--- src/rtl/wbuf_pkg.sv ---
package wbuf_pkg;
    localparam int WB_AW = 32;
    localparam int WB_DW = 32;

    typedef struct packed {
        logic [WB_AW-1:0] addr;
        logic [WB_DW-1:0] data;
    } wb_ent_t;
endpackage

--- src/rtl/wbuf_store.sv ---
module wbuf_store
    import wbuf_pkg::*;
#(
    parameter int DEPTH = 6,
    localparam int PW = (DEPTH > 1) ? $clog2(DEPTH) : 1,
    localparam int CW = $clog2(DEPTH + 1)
) (
    input  logic            clk,
    input  logic            rst_n,
    input  logic            push,
    input  logic            pop,
    input  wb_ent_t         push_ent,
    output wb_ent_t         ord [DEPTH],
    output logic [DEPTH-1:0] live,
    output logic [CW-1:0]   occ,
    output logic            full,
    output logic            empty
);
    typedef struct packed {
        logic [PW-1:0] rd_ptr;
        logic [CW-1:0] occ;
    } st_t;

    st_t     s_q, s_d;
    wb_ent_t mem_q [DEPTH];
    logic [PW-1:0] wr_idx;

    function automatic logic [PW-1:0] wrap(input int v);
        return PW'(v % DEPTH);
    endfunction

    always_comb begin
        s_d    = s_q;
        wr_idx = wrap(32'(s_q.rd_ptr) + 32'(s_q.occ));
        if (pop) begin
            s_d.rd_ptr = wrap(32'(s_q.rd_ptr) + 1);
        end
        s_d.occ = s_q.occ + CW'(push) - CW'(pop);
    end

    always_ff @(posedge clk) begin
        if (!rst_n) begin
            s_q <= '0;
        end else begin
            s_q <= s_d;
        end
    end

    always_ff @(posedge clk) begin
        if (push) begin
            mem_q[wr_idx] <= push_ent;
        end
    end

    // Present the queue oldest first so the lookup can rank matches by age.
    for (genvar i = 0; i < DEPTH; i++) begin : g_ord
        assign ord[i]  = mem_q[wrap(32'(s_q.rd_ptr) + i)];
        assign live[i] = (CW'(i) < s_q.occ);
    end

    assign occ   = s_q.occ;
    assign full  = (s_q.occ == CW'(DEPTH));
    assign empty = (s_q.occ == '0);
endmodule

--- src/rtl/wbuf_drain.sv ---
module wbuf_drain
    import wbuf_pkg::*;
#(
    parameter int PAGE_BITS = 12,
    parameter int SLOW_LAT  = 5,
    localparam int PGW = WB_AW - PAGE_BITS,
    localparam int TW  = $clog2(SLOW_LAT + 1)
) (
    input  logic           clk,
    input  logic           rst_n,
    input  logic           have,
    input  logic [PGW-1:0] head_page,
    output logic           retire
);
    typedef struct packed {
        logic [TW-1:0]  waited;
        logic [PGW-1:0] pg;
        logic           pg_vld;
    } st_t;

    st_t s_q, s_d;
    logic          same_page;
    logic [TW-1:0] need;

    always_comb begin
        s_d       = s_q;
        same_page = s_q.pg_vld && (head_page == s_q.pg);
        need      = same_page ? TW'(1) : TW'(SLOW_LAT);
        retire    = have && ((s_q.waited + TW'(1)) >= need);
        if (retire) begin
            s_d.waited = '0;
            s_d.pg     = head_page;
            s_d.pg_vld = 1'b1;
        end else if (have) begin
            s_d.waited = s_q.waited + TW'(1);
        end
    end

    always_ff @(posedge clk) begin
        if (!rst_n) begin
            s_q <= '0;
        end else begin
            s_q <= s_d;
        end
    end
endmodule

--- src/rtl/wbuf_lookup.sv ---
module wbuf_lookup
    import wbuf_pkg::*;
#(
    parameter int DEPTH     = 6,
    parameter int LINE_BITS = 4
) (
    input  logic             ld_valid,
    input  logic [WB_AW-1:0] ld_addr,
    input  wb_ent_t          ord [DEPTH],
    input  logic [DEPTH-1:0] live,
    output logic             ld_fwd,
    output logic [WB_DW-1:0] ld_data,
    output logic             ld_wait
);
    logic             hit;
    logic             line_hit;
    logic [WB_DW-1:0] hit_data;

    always_comb begin
        hit      = 1'b0;
        line_hit = 1'b0;
        hit_data = '0;
        // Scan oldest to newest; a later match overrides an earlier one.
        for (int i = 0; i < DEPTH; i++) begin
            if (live[i]) begin
                if (ord[i].addr == ld_addr) begin
                    hit      = 1'b1;
                    hit_data = ord[i].data;
                end
                if (ord[i].addr[WB_AW-1:LINE_BITS] == ld_addr[WB_AW-1:LINE_BITS]) begin
                    line_hit = 1'b1;
                end
            end
        end
        ld_fwd  = ld_valid && hit;
        ld_wait = ld_valid && !hit && line_hit;
        ld_data = ld_fwd ? hit_data : '0;
    end
endmodule

--- src/rtl/wbuf_top.sv ---
module wbuf_top
    import wbuf_pkg::*;
#(
    parameter int DEPTH     = 6,
    parameter int PAGE_BITS = 12,
    parameter int LINE_BITS = 4,
    parameter int SLOW_LAT  = 5,
    localparam int CW = $clog2(DEPTH + 1)
) (
    input  logic             clk,
    input  logic             rst_n,
    input  logic             st_valid,
    input  logic [WB_AW-1:0] st_addr,
    input  logic [WB_DW-1:0] st_data,
    output logic             st_stall,
    input  logic             ld_valid,
    input  logic [WB_AW-1:0] ld_addr,
    output logic             ld_fwd,
    output logic [WB_DW-1:0] ld_data,
    output logic             ld_wait,
    output logic             mem_we,
    output logic [WB_AW-1:0] mem_addr,
    output logic [WB_DW-1:0] mem_data
);
    wb_ent_t          ord [DEPTH];
    wb_ent_t          in_ent;
    logic [DEPTH-1:0] live;
    logic [CW-1:0]    occ;
    logic             full;
    logic             empty;
    logic             retire;
    logic             push;

    assign in_ent   = '{addr: st_addr, data: st_data};
    assign st_stall = full && !retire;
    assign push     = st_valid && !st_stall;

    wbuf_store #(.DEPTH(DEPTH)) u_store (
        .clk      (clk),
        .rst_n    (rst_n),
        .push     (push),
        .pop      (retire),
        .push_ent (in_ent),
        .ord      (ord),
        .live     (live),
        .occ      (occ),
        .full     (full),
        .empty    (empty)
    );

    wbuf_drain #(.PAGE_BITS(PAGE_BITS), .SLOW_LAT(SLOW_LAT)) u_drain (
        .clk       (clk),
        .rst_n     (rst_n),
        .have      (!empty),
        .head_page (ord[0].addr[WB_AW-1:PAGE_BITS]),
        .retire    (retire)
    );

    wbuf_lookup #(.DEPTH(DEPTH), .LINE_BITS(LINE_BITS)) u_lookup (
        .ld_valid (ld_valid),
        .ld_addr  (ld_addr),
        .ord      (ord),
        .live     (live),
        .ld_fwd   (ld_fwd),
        .ld_data  (ld_data),
        .ld_wait  (ld_wait)
    );

    assign mem_we   = retire;
    assign mem_addr = retire ? ord[0].addr : '0;
    assign mem_data = retire ? ord[0].data : '0;
endmodule

--- config.mk ---
export PLATFORM = sky130hd
export DESIGN_NAME = wbuf_top
export DESIGN_NICKNAME = d
export VERILOG_FILES = /design/src/rtl/wbuf_pkg.sv /design/src/rtl/wbuf_store.sv /design/src/rtl/wbuf_drain.sv /design/src/rtl/wbuf_lookup.sv /design/src/rtl/wbuf_top.sv
export SDC_FILE = /design/constraint.sdc
export NUM_CORES = 1
export LEC_CHECK = 0
export BUFFER_PORTS_ARGS = -buffer_cell sky130_fd_sc_hd__buf_4
export CAP_MARGIN = 20
export CORE_MARGIN = 2
export CORE_UTILIZATION = 36
export CTS_CLUSTER_DIAMETER = 120
export CTS_CLUSTER_SIZE = 16
export DETAILED_ROUTE_END_ITERATION = 10
export PLACE_DENSITY_LB_ADDON = 0.08
export SYNTH_ARGS = -nofsm -noshare
export SYNTH_HDL_FRONTEND = slang
export SYNTH_HIERARCHICAL = 1
export SYNTH_SLANG_ARGS = --single-unit
--- constraint.sdc ---
create_clock -name clk -period 9.55 [get_ports clk]
set_input_delay 1.91 -clock clk [delete_from_list [all_inputs] [get_ports clk]]
set_output_delay 1.91 -clock clk [all_outputs]
set_load 0.01 [all_outputs]
==> impl_metrics.csv <==
group,metric,value,unit
outcome,outcome,"finished, final reports clean",
detailed_routing,drc,0,
run,max_cap_viol_count,0,
clocking,numCtsBuffers,30,
critical_path,start_kind,"flip-flop",
critical_path,path_depth_of_the_worst_reg2reg_path,19,
clocking,hold_buffer_count_at_cts,0,
finish,design.final.nets,3524,
logic_synthesis,yosysWarnings,6,
timing,finalHoldViolCount,0,
timing,timing.final.max_slew_violations,0,
grt,groute.usage.overall,0.274,
power_and_ir_drop,cellInternalPower,0.00373,W
critical_path,cp.required,7.64,ns
critical_path,end_kind,"output port",
power_and_ir_drop,power.net_switching,0.00247,W
finish,proportion_of_layout_cells_with_a_drive_suffix_above_1,0.171,
placed_design,place.gp.congestion,0.900,
logic_synthesis,synth_fp_nets,3536,
detailed_routing,detail_route.first_pass.iterations,8,
floorplan,std_cell_rows,110,
clocking,post_cts.resized_instances,1,
critical_path,critical-path-slowest-cell,"o21ai_4",
clocking,clock_sinks,414,
detailed_routing,wl_per_cell,28.8,um
timing,worst_pin_slew,1.05,ns
timing,setup_slack,0.391,ns
power_and_ir_drop,flop_pwr_share,0.376,
detailed_routing,route.vias.total,28547,
clocking,post-cts-setup-buffer-count,0,
finish,area_growth,10.0,%
critical_path,worstSetupPathDepth,20,
floorplan,die_h,306,um
critical_path,max_stage_delay,0.71,ns
floorplan,effective_utilization_at_floorplan,0.364,
timing,maxClockFrequency,109,MHz
critical_path,worst-setup-path-type,"flip-flop to output port",
hold_path,holdCritStartpoint,"u_drain/s_q[15]",
timing,report.final.setup_viol,0,
grt,grt_pass1_vias,27503,
logic_synthesis,synthesis.area_per_instance,9.62,um^2
power_and_ir_drop,powerDensity,172,nW/um^2
clocking,clk_latency,0.64,ns
timing,setup_repair_after_global_routing_missed_its_margin,"false",
critical_path,r2r_end,"u_store/mem_q[5][44]",
critical_path,worst-path-max-fanout,26,
power_and_ir_drop,power.switching_fraction,0.398,
clocking,clkSlewWorstSetupHoldPaths,0.08,ns
critical_path,reg2reg_setup_slack,2.40,ns
logic_synthesis,post_synth_inst_count,3406,
grt,initial_antenna_violation_count,9,
grt,gr-total-overflow,0,
detailed_routing,drt-vias-per-instance,6.21,
critical_path,r2r-start,"u_store/s_q[5]",
critical_path,kind_of_cell_adding_the_most_delay_to_the_critical_path,"compound AO/OA/AOI/OAI gates",
hold_path,holdPathStages,2,
clocking,htree_num_levels,1,
floorplan,die_width,306,um
logic_synthesis,synthesis.area,32800,um^2
detailed_routing,detail_route.wirelength,132000,um
critical_path,path_cells,"inv_2, ha_1, a21oi_1, inv_1, ha_1, inv_1, a31o_4, o21ai_4, buf_4, a211oi_1, a311oi_1, xor2_1, nor4_1, nand4_1, nor4_4, buf_4, buf_4, a21oi_1, a2111oi_2, buf_4",
floorplan,die_area,93500,um^2
placed_design,dpl.hpwl,83800,um
clocking,clock_tree.root_cell,"clkbuf_16",
finish,multiInputGateArea,18900,um^2
power_and_ir_drop,vdd_ir_drop_max,0.155,mV
critical_path,critical_path_arrival,7.25,ns
placed_design,port_buffers,199,
hold_path,hold_class,"flip-flop to flip-flop",
timing,slew_headroom,0.299,
critical_path,crit_top_cell,"buf_4",
timing,post-route-period-util,0.959,
finish,final-seq-area,12100,um^2
power_and_ir_drop,p_leak,12.3,nW
finish,layout.core_utilization,0.400,
placed_design,post-place-ws,0.722,ns
clocking,cts_tree,"yes",
power_and_ir_drop,combinationalPowerShare,0.413,
power_and_ir_drop,clock_power_share,0.211,
detailed_routing,drt-initial-drc-count,3436,
floorplan,core_region_area,90100,um^2
hold_path,worst_hold_path.endpoint,"u_drain/s_q[15]",
detailed_routing,post_drt_antenna_nets,0,
grt,grt_first_pass_wirelength,191000,um
timing,final.setup.tns,0,ns
clocking,cts-root-to-sink-buffers,3,
timing,final.setup_skew,0.0366,ns
critical_path,cp_num_buf_inv,7,
finish,number_of_fillers_in_the_final_layout,8783,
floorplan,io_pins,200,
grt,pin_count_of_the_biggest_net_entering_global_routing,130,
timing,final_period_minus_worst_setup_slack,9.16,ns
[cell usage in the layout, fill, tap and decap left out, drive strengths merged, types with 36 or more instances in the layout]
master,instances
a211oi,157
a21oi,292
a311oi,128
and2,75
buf,291
clkbuf,55
edfxtp,384
inv,87
mux2,201
mux2i,464
nand2,365
nor2,274
nor4,92
o21ai,36
xnor2,138
xor2,87
[per-layer routing]
| layer | track usage | share of wire | up-vias |
|---|---|---|---|
| met5 | 0 | 0.00029 | - |
| met3 | 0.0340 | 0.082 | 261 |
| met1 | 0.389 | 0.44 | 14128 |
| met4 | 0.0937 | 0.034 | 6 |
| met2 | 0.428 | 0.45 | 1522 |
| li1 | - | - | 12630 |
[sequential cells by signal (all words and copies together), names as in the netlist]
signal and cells:
u_drain/s_q 24, u_store/mem_q 384, u_store/occ 3, u_store/s_q 3
[power by group through the flow]
stage / Clock, W / Combinational, W / Sequential (W)
floorplan: 0 / 0.00166 / 0.00236
global placement: 0 / 0.00248 / 0.00237
detailed placement: 0 / 0.00250 / 0.00237
CTS: 0.00135 / 0.00252 / 0.00233
global route: 0.00140 / 0.00272 / 0.00236
finish: 0.00131 / 0.00256 / 0.00233
[metrics by stage]
step,cells,cell area [um^2],total power [W],hold WS [ns]
after global placement,4536,35100,0.00484,0.453
after global routing,4598,36100,0.00648,0.494
final,4599,36100,0.00620,0.471
after floorplan,3406,32800,0.00402,0.440
after CTS,4593,36000,0.00619,0.475
after detailed placement,4537,35100,0.00488,0.458
[final cells by class]
class                      instances  share of cell area
multi-input combinational       2570               0.525
sequential                       414               0.337
timing repair buffer             291              0.0636
tap                             1176              0.0408
clock buffer                      55              0.0246
inverter                          87             0.00906
clock inverter                     1            0.000451
antenna                            5            0.000347
[tightest hold or removal path, delay by kind of cell, from the launching register on]
kind             cells  cell delay [ns]
and+or+nand+nor      1             0.05
DFF                  1             0.32
muxes                1             0.05
[worst max-delay path by stage]
stage                         startpoint                   to  slack, ns
after CTS                 u_store/s_q[5]          ld_data[31]       0.20
after global routing      u_store/s_q[4]          ld_data[31]       0.17
after global placement    u_store/s_q[4]          ld_data[14]       0.80
after floorplan           u_store/s_q[3]  u_store/mem_q[5][0]       1.70
after detailed placement  u_store/s_q[4]          ld_data[31]       0.72
final                     u_store/s_q[4]          ld_data[30]       0.39
Note: power is estimated with default switching activity, not from simulation.
